File: src/rtl/fbt_pkg.sv
package fbt_pkg;

  // Reverse the low `w` bits of v.
  function automatic int rev_bits(input int v, input int w);
    int r;
    r = 0;
    for (int i = 0; i < w; i++) begin
      r = (r << 1) | ((v >> i) & 1);
    end
    return r;
  endfunction

  // Slot s (0-based; interval s+1) is stretched when the bit-reversed
  // complement of its index ranks below the correction setting.
  function automatic logic slot_marked(input int slot, input int fine, input int w);
    int mask;
    mask = (1 << w) - 1;
    return rev_bits((~slot) & mask, w) < fine;
  endfunction

endpackage

File: src/rtl/fbt_down_counter.sv
module fbt_down_counter #(
  parameter int CNT_W = 8
) (
  input  logic             clk,
  input  logic             rst_n,
  input  logic             run,
  input  logic             cnt_en,
  input  logic [CNT_W-1:0] reload_val,
  input  logic             stretch_req,
  output logic [CNT_W-1:0] cnt_val,
  output logic             uf_evt
);

  logic at_zero;
  logic held;
  logic hold_now;

  assign at_zero  = (cnt_val == '0);
  assign hold_now = stretch_req && !held;
  assign uf_evt   = run && cnt_en && at_zero && !hold_now;

  always_ff @(posedge clk or negedge rst_n) begin
    if (!rst_n) begin
      cnt_val <= '0;
      held    <= 1'b0;
    end else if (!run) begin
      cnt_val <= reload_val;
      held    <= 1'b0;
    end else if (cnt_en) begin
      if (!at_zero) begin
        cnt_val <= cnt_val - 1'b1;
      end else if (hold_now) begin
        held <= 1'b1;
      end else begin
        cnt_val <= reload_val;
        held    <= 1'b0;
      end
    end
  end

endmodule

File: src/rtl/fbt_slot_seq.sv
module fbt_slot_seq
  import fbt_pkg::*;
#(
  parameter int FINE_W = 4
) (
  input  logic              clk,
  input  logic              rst_n,
  input  logic              run,
  input  logic              uf_evt,
  input  logic [FINE_W-1:0] fine_sel,
  output logic [FINE_W-1:0] slot_idx,
  output logic [FINE_W-1:0] fine_act,
  output logic              stretch_req,
  output logic              frame_end
);

  localparam logic [FINE_W-1:0] LAST_SLOT = '1;

  assign frame_end   = uf_evt && (slot_idx == LAST_SLOT);
  assign stretch_req = slot_marked(int'(slot_idx), int'(fine_act), FINE_W);

  always_ff @(posedge clk or negedge rst_n) begin
    if (!rst_n) begin
      slot_idx <= '0;
      fine_act <= '0;
    end else if (!run) begin
      slot_idx <= '0;
      fine_act <= fine_sel;
    end else if (uf_evt) begin
      slot_idx <= slot_idx + 1'b1;
      if (frame_end) begin
        fine_act <= fine_sel;
      end
    end
  end

endmodule

File: src/rtl/fbt_clk_out.sv
module fbt_clk_out (
  input  logic clk,
  input  logic rst_n,
  input  logic run,
  input  logic uf_evt,
  output logic baud_clk,
  output logic uf_pulse
);

  always_ff @(posedge clk or negedge rst_n) begin
    if (!rst_n) begin
      baud_clk <= 1'b0;
      uf_pulse <= 1'b0;
    end else begin
      uf_pulse <= uf_evt;
      if (!run) begin
        baud_clk <= 1'b0;
      end else if (uf_evt) begin
        baud_clk <= !baud_clk;
      end
    end
  end

endmodule

File: src/rtl/fine_baud_timer.sv
module fine_baud_timer #(
  parameter int CNT_W  = 8,
  parameter int FINE_W = 4
) (
  input  logic              clk,
  input  logic              rst_n,
  input  logic              cnt_en,
  input  logic              run,
  input  logic [CNT_W-1:0]  reload_val,
  input  logic [FINE_W-1:0] fine_sel,
  output logic              baud_clk,
  output logic              uf_pulse
);

  logic [CNT_W-1:0]  cnt_val;
  logic [FINE_W-1:0] slot_idx;
  logic [FINE_W-1:0] fine_act;
  logic              stretch_req;
  logic              frame_end;
  logic              uf_evt;

  fbt_down_counter #(.CNT_W(CNT_W)) u_cnt (
    .clk         (clk),
    .rst_n       (rst_n),
    .run         (run),
    .cnt_en      (cnt_en),
    .reload_val  (reload_val),
    .stretch_req (stretch_req),
    .cnt_val     (cnt_val),
    .uf_evt      (uf_evt)
  );

  fbt_slot_seq #(.FINE_W(FINE_W)) u_seq (
    .clk         (clk),
    .rst_n       (rst_n),
    .run         (run),
    .uf_evt      (uf_evt),
    .fine_sel    (fine_sel),
    .slot_idx    (slot_idx),
    .fine_act    (fine_act),
    .stretch_req (stretch_req),
    .frame_end   (frame_end)
  );

  fbt_clk_out u_out (
    .clk      (clk),
    .rst_n    (rst_n),
    .run      (run),
    .uf_evt   (uf_evt),
    .baud_clk (baud_clk),
    .uf_pulse (uf_pulse)
  );

endmodule

File: config.mk
export PLATFORM = sky130hd
export DESIGN_NAME = fine_baud_timer
export DESIGN_NICKNAME = d
export VERILOG_FILES = /design/src/rtl/fbt_pkg.sv /design/src/rtl/fbt_down_counter.sv /design/src/rtl/fbt_slot_seq.sv /design/src/rtl/fbt_clk_out.sv /design/src/rtl/fine_baud_timer.sv
export SDC_FILE = /design/constraint.sdc
export NUM_CORES = 1
export LEC_CHECK = 0
export ABC_AREA = 0
export ABC_CLOCK_PERIOD_IN_PS = 1900
export CORE_ASPECT_RATIO = 0.75
export CORE_MARGIN = 3
export CORE_UTILIZATION = 48
export CTS_CLUSTER_SIZE = 30
export DETAILED_ROUTE_END_ITERATION = 7
export PLACE_DENSITY = 0.85
export RECOVER_POWER = 100
export SYNTH_ARGS = -nofsm -noshare
export SYNTH_HDL_FRONTEND = slang
export SYNTH_SLANG_ARGS = --single-unit
File: constraint.sdc
create_clock -name clk -period 1.9 [get_ports clk]
set_input_delay 0.38 -clock clk [delete_from_list [all_inputs] [get_ports clk]]
set_output_delay 0.38 -clock clk [all_outputs]
set_load 0.01 [all_outputs]
Word level (Yosys, flattened, before mapping)
Cells that the tools add are included.
- flip-flop bits (word level): 19
- input port bits: 16
- output and inout port bits: 2
- word-level logic and storage cells: 46
- $add $sub $neg: 2
- $lt $le $gt $ge: 1
- equal/unequal tests: 6
- mux-type cells: 15
- bitwise gates (word level): 4
- reductions and logical operators: 12
- operators by type and width (cell ; number):
    < comparator 32 x 5 -> 1 bit ; 1
    two-way mux 8 bit ; 4
    bitwise OR 32 x 2 -> 32 bit ; 1
    bitwise OR 31 x 2 -> 31 bit ; 1
    two-way mux 4 bit ; 5
    logical NOT 8 bit ; 1
    subtractor 8 x 1 -> 8 bit, second input constant ; 1
    two-way mux 1 bit ; 6
    inequality test 2 x 1 -> 1 bit, second input constant ; 3
    AND reduction 2 bit ; 3
    logical AND 1 bit ; 5
    adder 4 x 1 -> 4 bit, second input constant ; 1
    equality test 4 bit, second input constant ; 1
    inverter 4 bit ; 1
    logical NOT 1 bit ; 3
    inequality test 3 bit, second input constant ; 1
    inequality test 2 bit, second input constant ; 1
    bitwise OR 2 x 1 -> 2 bit ; 1

Depth between registers and ports, before layout
Gate-level depths: netlist (run 1).
- depth in word-level cells: 12
- gate-level depth with buffers: 6
- gate-level depth less buffers: 6

By module
From an unflattened synthesis (run 1), not the netlist that was laid out.
- cell total of the unflattened synthesis: 117
- area total of the unflattened synthesis: 1167.4 um^2
- by module, submodules not included (module ; instances ; cells an instance ; area each (um^2) ; sequential area each (um^2)):
    fbt_down_counter ; 1 ; 74 ; 648.1 ; 225.2
    fbt_slot_seq ; 1 ; 39 ; 454.2 ; 200.2
    fbt_clk_out ; 1 ; 4 ; 65.1 ; 50.0

Worst setup path before layout (run 1)
Ideal clock, no wire load.
- path type: register -> register
- start point: register u_cnt.cnt_val[0]
- end point: register u_seq.fine_act[0]
- setup time: 125 ps
- data arrival time: 1789 ps
- data required time: 1775 ps
- slack: -14 ps
- cell stages (with the launch flop): 7
- buffers on the path: 0
- period minus slack after synthesis: 1914 ps
- path through: dfrtp_1 > inv_1 > ha_1 > nor3b_4 > nand3_4 > o31ai_4 > mux2_2
- longest elaborated chain between the ends: 6
- elaborated cells between the ends (all ways): 7
- those cells by class: eq/ne: 2; reduce/logical: 5
- ends and longest elaborated chain (element ; line ; RTL):
    from (decl) ; fbt_down_counter.sv:10 ; output logic [CNT_W-1:0] cnt_val,
    from (signal assigned) ; fbt_down_counter.sv:27 ; cnt_val <= reload_val;
    from (signal assigned) ; fbt_down_counter.sv:31 ; cnt_val <= cnt_val - 1'b1;
    from (signal assigned) ; fbt_down_counter.sv:35 ; cnt_val <= reload_val;
    logical NOT 8 bit (*) ; fbt_down_counter.sv:18 ; assign at_zero = (cnt_val == '0);
    logical AND 1 bit (*) (2 in a row) ; fbt_down_counter.sv:20 ; assign uf_evt = run && cnt_en && at_zero && !hold_now;
    logical AND 1 bit ; fbt_slot_seq.sv:19 ; assign frame_end = uf_evt && (slot_idx == LAST_SLOT);
    inequality test 2 x 1 -> 1 bit (no source line) ; n/a ;
    AND reduction 2 bit (no source line) (*) ; n/a ;
    to (signal assigned) ; fbt_slot_seq.sv:28 ; fine_act <= fine_sel;
    to (signal assigned) ; fbt_slot_seq.sv:32 ; fine_act <= fine_sel;
    to (decl) ; fbt_slot_seq.sv:12 ; output logic [FINE_W-1:0] fine_act,
Every way passes the cells marked *; elsewhere a longest branch is shown, timed or not.
A chain may end at the register's enable or synchronous reset.

Worst setup path after layout (run 1)
- start point: register u_seq.slot_idx[1]
- end point: register u_seq.fine_act[2]
- longest elaborated chain between the ends: 11
- elaborated cells between the ends (all ways): 13
- those cells by class: order compare: 1; eq/ne: 3; bitwise: 4; reduce/logical: 5
- ends and longest elaborated chain (element ; line ; RTL):
    from (decl) ; fbt_slot_seq.sv:11 ; output logic [FINE_W-1:0] slot_idx,
    from (signal assigned) ; fbt_slot_seq.sv:30 ; slot_idx <= slot_idx + 1'b1;
    inverter 4 bit ; fbt_pkg.sv:18 ; return rev_bits((~slot) & mask, w) < fine;
    bitwise OR 2 x 1 -> 2 bit ; fbt_pkg.sv:8 ; r = (r << 1) | ((v >> i) & 1);
    bitwise OR 31 x 2 -> 31 bit ; fbt_pkg.sv:8 ;
    bitwise OR 32 x 2 -> 32 bit ; fbt_pkg.sv:8 ;
    < comparator 32 x 5 -> 1 bit ; fbt_pkg.sv:18 ;
    logical AND 1 bit ; fbt_down_counter.sv:19 ; assign hold_now = stretch_req && !held;
    logical NOT 1 bit ; fbt_down_counter.sv:20 ;
    logical AND 1 bit ; fbt_down_counter.sv:20 ;
    logical AND 1 bit ; fbt_slot_seq.sv:19 ;
    inequality test 2 x 1 -> 1 bit (no source line) ; n/a ;
    AND reduction 2 bit (no source line) (*) ; n/a ;
Marked as above.

==> impl_metrics.csv, run 1 <==
group,metric,value,unit
outcome,status,"complete, but fails checks",
outcome,violations,"setup timing",
synthesis,ys.flop_type,"dfrtp_1",
clock_tree,clock_sinks,19,
cells_and_area,drive_gt1_share,37.57,%
synthesis,synth_top_area_share,39.18,%
worst_setup_path,timing.rr.start,"u_seq.slot_idx[1]",
timing,fmax,502.7,MHz
synthesis,seq_area_frac_synth,39.18,%
synthesis,synth_cell_types,39,
global_routing,grt_pass1_wl,5589,µm
cells_and_area,area_growth,49.38,%
min_path,min_to,"u_seq.fine_act[2]",
worst_setup_path,crit_type,"register to register",
global_routing,grt_pass1_vias,1189,
clock_tree,cts_root_buf,"clkbuf_4",
timing,final.min_clock_period,1.989,ns
min_path,holdCritPathClass,"register to register",
floorplanning,start_util,51.73,%
drt,drc_errors,0,
pwr,power,1.050,mW
min_path,min_from,"u_seq.fine_act[2]",
timing,clock_skew,0.01160,ns
placed_design,port_buffers,17,
worst_setup_path,cp_cell_sequence,"inv_1 > ha_1 > o211ai_1 > o21a_4 > o31ai_4 > buf_6 > mux2_4",
synthesis,ys_warn_count,0,
drt,routedWlPerCell,19.60,µm
clock_tree,clk_pin_slew,0.11,ns
pwr,vdd.ir_drop.worst,0.0004302,V
clock_tree,cts_tree,"yes",
floorplanning,die_h,49.55,µm
clock_tree,cts_hold_buf,0,
clock_tree,clock_latency,0.31,ns
worst_setup_path,path_max_fanout,4,
cells_and_area,instances_no_fill,207,
drt,drtIter0Drc,114,
cells_and_area,finalInstanceArea,0.001813,mm²
timing,finalCritPeriodShare,104.7,%
synthesis,synthCells,121,
clock_tree,clk_path_buf_depth,2,
floorplanning,rows,15,
timing,worstMarginPinSlew,1.097,ns
timing,fin_ws,-0.08908,ns
min_path,hold_depth,1,
placed_design,place_inst,189,
worst_setup_path,max_stage_delay,0.39,ns
synthesis,syn-num-nets,143,
worst_setup_path,critPathRequiredTime,2.10,ns
worst_setup_path,cp_slowest_cell,"dfrtp_1",
floorplanning,pin_count,18,
clock_tree,numCtsBuffers,3,
clock_tree,htreeDepth,1,
worst_setup_path,start_kind,"register",
synthesis,netlist.top_cell.by_area,"dfrtp_1",
pwr,p_per_area,579.1,mW/mm²
synthesis,synth-edff-count,0,
floorplanning,dieWidth,64.06,µm
global_routing,antenna_found_initial,0,
timing,drv_slew,0,
cells_and_area,nNetsFinal,196,
timing,setup_viol,5,
floorplanning,core_area,0.002346,mm²
synthesis,ys_ff_latch,19,
placed_design,gp_congestion,0.8640,
drt,via_count,1268,
global_routing,grt_max_degree,20,
synthesis,synthArstFlopShare,100.0,%
drt,routed_via_density,6.126,
worst_setup_path,endpoint_kind,"register",
global_routing,overflow,0,
synthesis,netlist_area,0.001214,mm²
drt,wl,4057,µm
synthesis,syn_avg_cell_area,10.03,µm²
worst_setup_path,reg2reg_depth,7,
floorplanning,die-area,0.003174,mm²
timing,hold_viol,0,
pwr,leakage,0.7685,nW
drt,drtAntennaViolNets,0,
timing,rsz0062_at_grt,"yes",
drt,dr.pass1.iters,4,
placed_design,placed_area,0.001569,mm²
cells_and_area,antenna_cells,0,
global_routing,groute.usage.overall,22.63,%
worst_setup_path,cp_data_arrival_time,2.19,ns
worst_setup_path,r2r_end,"u_seq.fine_act[2]",
synthesis,synth.area.top_cells,"dfrtp_1 (39%), ha_1 (6.2%), a32oi_1 (5.1%), a21oi_1 (3.7%), inv_1 (3.7%)",
run,max_cap_violations,0,
placed_design,dpl.hpwl,2584,µm
worst_setup_path,r2r_setup_slack,-0.09,ns
timing,relSlewSlack,26.88,%
## cell type report
cell class	instances	area, µm²
clock buffer	4	26.28
fill	139	533.0
inverter	13	48.80
multi-input combinational	86	774.5
sequential	19	475.5
tap	34	42.54
timing repair buffer	51	445.4
## placed cells by master, fill, tap and decap left out, drive strengths merged
cell	instances
a211oi	1
a21oi	10
a2bb2oi	1
a311o	1
a31o	1
a31oi	1
a32oi	7
a41oi	3
and3	1
and3b	1
buf	33
clkbuf	5
clkdlybuf4s50	14
clkinv	1
dfrtp	19
dlygate4sd3	3
ha	6
inv	12
mux2	4
mux2i	4
nand2	3
nand2b	1
nand3	9
nand4	5
nor2	5
nor3	2
nor3b	1
nor4	1
o211ai	1
o21a	2
o21ai	9
o221a	1
o31ai	2
or2b	1
or3	1
or4	1
## what timing repair did
action | in CTS | in global routing
setup endpoints to repair | 11 | 12
resized for setup | 5 | 22
setup buffers | 4 | 10
pin swaps | 2 | 6
## Yosys cell counts, types with 2 or more instances
library cell,number
ha_1,6
mux2i_1,4
inv_1,12
nor2_1,5
nand2_1,3
a41oi_1,3
nand3_1,8
nor3_1,2
a21oi_1,9
a32oi_1,7
o21ai_0,8
dfrtp_1,19
nand4_1,5
o21a_1,2
mux2_2,4
## flip-flops by register name, indices dropped and copies added, names as in the netlist
signal,count
u_cnt.held,1
u_cnt.cnt_val,8
u_out.baud_clk,1
u_seq.slot_idx,4
u_seq.fine_act,4
u_out.uf_pulse,1
## critical path: cells and delay by family (launching register included)
family | cells | cell delay (ns)
AOI/OAI and AO/OA | 3 | 0.69
DFF | 1 | 0.39
adders and majority gates | 1 | 0.30
muxes | 1 | 0.29
buffers and inverters | 2 | 0.22
## power by group
part	switching [mW]	internal [mW]	leakage (nW)	total, mW
logic	0.171	0.184	0.521	0.355
registers	0.0368	0.437	0.232	0.473
clock network	0.139	0.0820	0.0150	0.221
## logic make-up after synthesis
kind of cell / synth area share (%)
compound gates: 24.43
fa+ha+maj: 6.185
buf+inv: 5.669
flops: 39.18
mux: 7.010
simple gates: 17.53
## worst max-delay path by stage
stage                     slack (ns)  cells after the start               from           endpoint
after floorplan                 0.03                      6   u_cnt.cnt_val[0]  u_seq.fine_act[0]
after global placement         -0.03                      6  u_seq.slot_idx[2]  u_seq.fine_act[0]
after detailed placement        -0.1                      6  u_seq.slot_idx[2]  u_seq.fine_act[1]
after CTS                      -0.03                      6   u_cnt.cnt_val[1]  u_seq.fine_act[1]
after global routing           -0.16                      7  u_seq.slot_idx[1]  u_seq.fine_act[0]
final                          -0.09                      7  u_seq.slot_idx[1]  u_seq.fine_act[2]
## per-stage QoR
step	utilization, %	setup TNS (ns)	hold WS, ns	setup WS (ns)
5_1_grt	77.28	-1.033	0.5599	-0.1555
6_report	77.28	-0.3488	0.5403	-0.08908
2_1_floorplan	-	0	0.08441	0.03162
3_5_place_dp	66.88	-0.4945	0.4996	-0.09536
4_1_cts	69.81	-0.08059	0.4019	-0.02557
3_3_place_gp	66.88	-0.1118	0.4880	-0.02906
## per-layer routing
metal  routed length [µm]  GRT usage (%)  part of all wire, %
met4                   76          6.093                  1.9
met5                    0              0                    0
met2                 1951          37.05                   48
met1                 1778          30.66                   44
met3                  250          4.100                  6.2
Power figures use the tool's default switching activity.
==> run 2, diff against run 1 <==
- CELL_PAD_IN_SITES_DETAIL_PLACEMENT: not set -> 1
- CELL_PAD_IN_SITES_GLOBAL_PLACEMENT: not set -> 1
- CORE_UTILIZATION: 48 -> 37
- PLACE_DENSITY: 0.85 -> 0.84
==> run 2 against run 1 <==
Compared with the run above: the run still ends with setup timing left; register-to-register slack got worse by 0.06 ns; design area increased by 2.5%; first-iteration DRC count increased by 23%; routed wire length increased by 32%; cell count increased by 3.9%; critical path depth unchanged; clock-buffer cell count decreased by 1; critical path type unchanged.
==> impl_metrics.csv, run 2 (same netlist as run 1, synthesis figures left out) <==
group,metric,value,unit
worst_setup_path,cp_cell_sequence,"inv_1 > ha_1 > o211ai_1 > o21a_4 > o31ai_4 > buf_6 > mux2_4",
cells_and_area,regArea,475.5,µm²
floorplanning,core_area,0.003042,mm²
cells_and_area,area_growth,53.09,%
timing,setup_tns,-1.751,ns
worst_setup_path,max_stage_delay,0.38,ns
cells_and_area,antenna_cells,0,
floorplanning,rows,17,
clock_tree,cts_root_buf,"clkbuf_8",
timing,fmax,487.2,MHz
drt,routedWlPerCell,24.83,µm
cells_and_area,mostFrequentLayoutCells,"buf_4 (33), dfrtp_1 (19), clkdlybuf4s50_1 (14)",
cells_and_area,largest_register_ffs,8,
global_routing,antenna_found_initial,0,
outcome,violations,"setup timing",
pwr,vdd.ir_drop.worst,0.0004021,V
placed_design,port_buffers,17,
worst_setup_path,crit_buf_inv,2,
timing,whs,0.5493,ns
global_routing,overflow,0,
drt,via_count,1352,
drt,drc_errors,0,
timing,rsz0062_at_grt,"yes",
clock_tree,clk_pin_slew,0.08,ns
drt,drtIter0Drc,140,
global_routing,grt_max_degree,20,
cells_and_area,top_regs,"u_cnt.cnt_val (8), u_seq.fine_act (4), u_seq.slot_idx (4)",
drt,routed_via_density,6.288,
min_path,holdCritPathClass,"register to register",
placed_design,place_inst,195,
global_routing,groute.usage.overall,26.47,%
cells_and_area,final_common_cell,"buf_4",
timing,hold_viol,0,
cells_and_area,nFillCells,325,
clock_tree,htreeDepth,1,
cells_and_area,nNetsFinal,200,
cells_and_area,utilization,61.09,%
worst_setup_path,cp_data_arrival_time,2.20,ns
cells_and_area,instances_no_fill,215,
timing,relSlewSlack,20.76,%
global_routing,grt_pass1_vias,1469,
floorplanning,dieWidth,72.13,µm
worst_setup_path,critPathRequiredTime,2.05,ns
worst_setup_path,endpoint_kind,"register",
floorplanning,pin_count,18,
clock_tree,cts_hold_buf,0,
worst_setup_path,critPathTopFamily,"compound AO/OA/AOI/OAI gates",
drt,dr.pass1.iters,4,
drt,wl,5338,µm
floorplanning,die-area,0.004010,mm²
pwr,p_per_area,627.0,mW/mm²
worst_setup_path,path_max_fanout,4,
clock_tree,cts_tree,"yes",
timing,setup_viol,16,
worst_setup_path,cp_slowest_cell,"dfrtp_1",
clock_tree,clk_path_buf_depth,2,
placed_design,dpl.hpwl,3023,µm
timing,fin_ws,-0.1527,ns
floorplanning,die_h,55.60,µm
cells_and_area,drive_gt1_share,40.11,%
placed_design,gp_congestion,0.8780,
worst_setup_path,crit_type,"register to register",
cells_and_area,multi_input_area,770.7,µm²
timing,final.min_clock_period,2.053,ns
outcome,status,"complete, but fails checks",
clock_tree,numCtsBuffers,3,
worst_setup_path,start_kind,"register",
cells_and_area,top_register,"u_cnt.cnt_val",
placed_design,place_ws,-0.1373,ns
timing,worstMarginPinSlew,1.189,ns
timing,finalCritPeriodShare,108.0,%
drt,drtAntennaViolNets,0,
clock_tree,clock_latency,0.27,ns
global_routing,grt_pass1_wl,8059,µm
pwr,leakage,0.7873,nW
timing,drv_slew,0,
timing,clock_skew,0.01104,ns
run,max_cap_violations,0,
clock_tree,clock_sinks,19,
floorplanning,start_util,39.90,%
run 2: cell types whose count changed in the layout (fill, tap and decap cells not counted), moves of 2 or more:
| cell | before | now |
|---|---|---|
| buf_4 | 29 | 33 |
| clkbuf_4 | 3 | 0 |
| clkbuf_8 | 0 | 3 |
| a21oi_1 | 8 | 6 |
| a21oi_2 | 2 | 4 |
run 2: cell type report:
type | instances | share of cell area, %
timing repair buffer | 55 | 25.12
multi-input combinational | 86 | 41.48
sequential | 19 | 25.59
clock inverter | 1 | 0.4040
tap | 38 | 2.559
inverter | 13 | 2.626
clock buffer | 3 | 2.222
run 2: routing by layer:
layer  vias to the layer above  routed length (µm)  GRT usage [%]
met5                         -                   0              0
met4                         0                 255          13.67
met3                        27                 454          5.957
met2                        69                2420          40.86
met1                       678                2207          34.31
li1                        578                   -              -
run 2: report_power, final:
group | total, mW | switching, mW | internal (mW)
Combinational | 0.383 | 0.194 | 0.190
Clock | 0.306 | 0.157 | 0.149
Sequential | 0.476 | 0.0394 | 0.437
Total | 1.16 | 0.390 | 0.775
run 2: timing repair:
action / in CTS / in global routing
gates resized for setup: 11 / 16
setup buffers: 7 / 9
setup endpoints to repair: 16 / 17
pin swaps: 4 / 7
run 2: worst paths after layout:
kind                                    from                end  slack, ns  cells past startpoint
max                        u_seq.fine_act[2]  u_seq.fine_act[0]      -0.15                      7
min                        u_seq.fine_act[0]  u_seq.fine_act[0]       0.55                      1
max reg2reg                u_seq.fine_act[2]  u_seq.fine_act[0]      -0.15                      7
min reg2reg                u_seq.fine_act[0]  u_seq.fine_act[0]       0.55                      1
max in group asynchronous              rst_n   u_cnt.cnt_val[6]       0.32                      2
min in group asynchronous              rst_n  u_seq.slot_idx[2]       0.86                      2
run 2: stage by stage:
stage	total power, mW	cell area (µm²)
after floorplan	0.6154	1214
after detailed placement	0.7638	1577
after global routing	1.218	1858
after CTS	1.094	1723
final	1.165	1858
after global placement	0.7399	1577
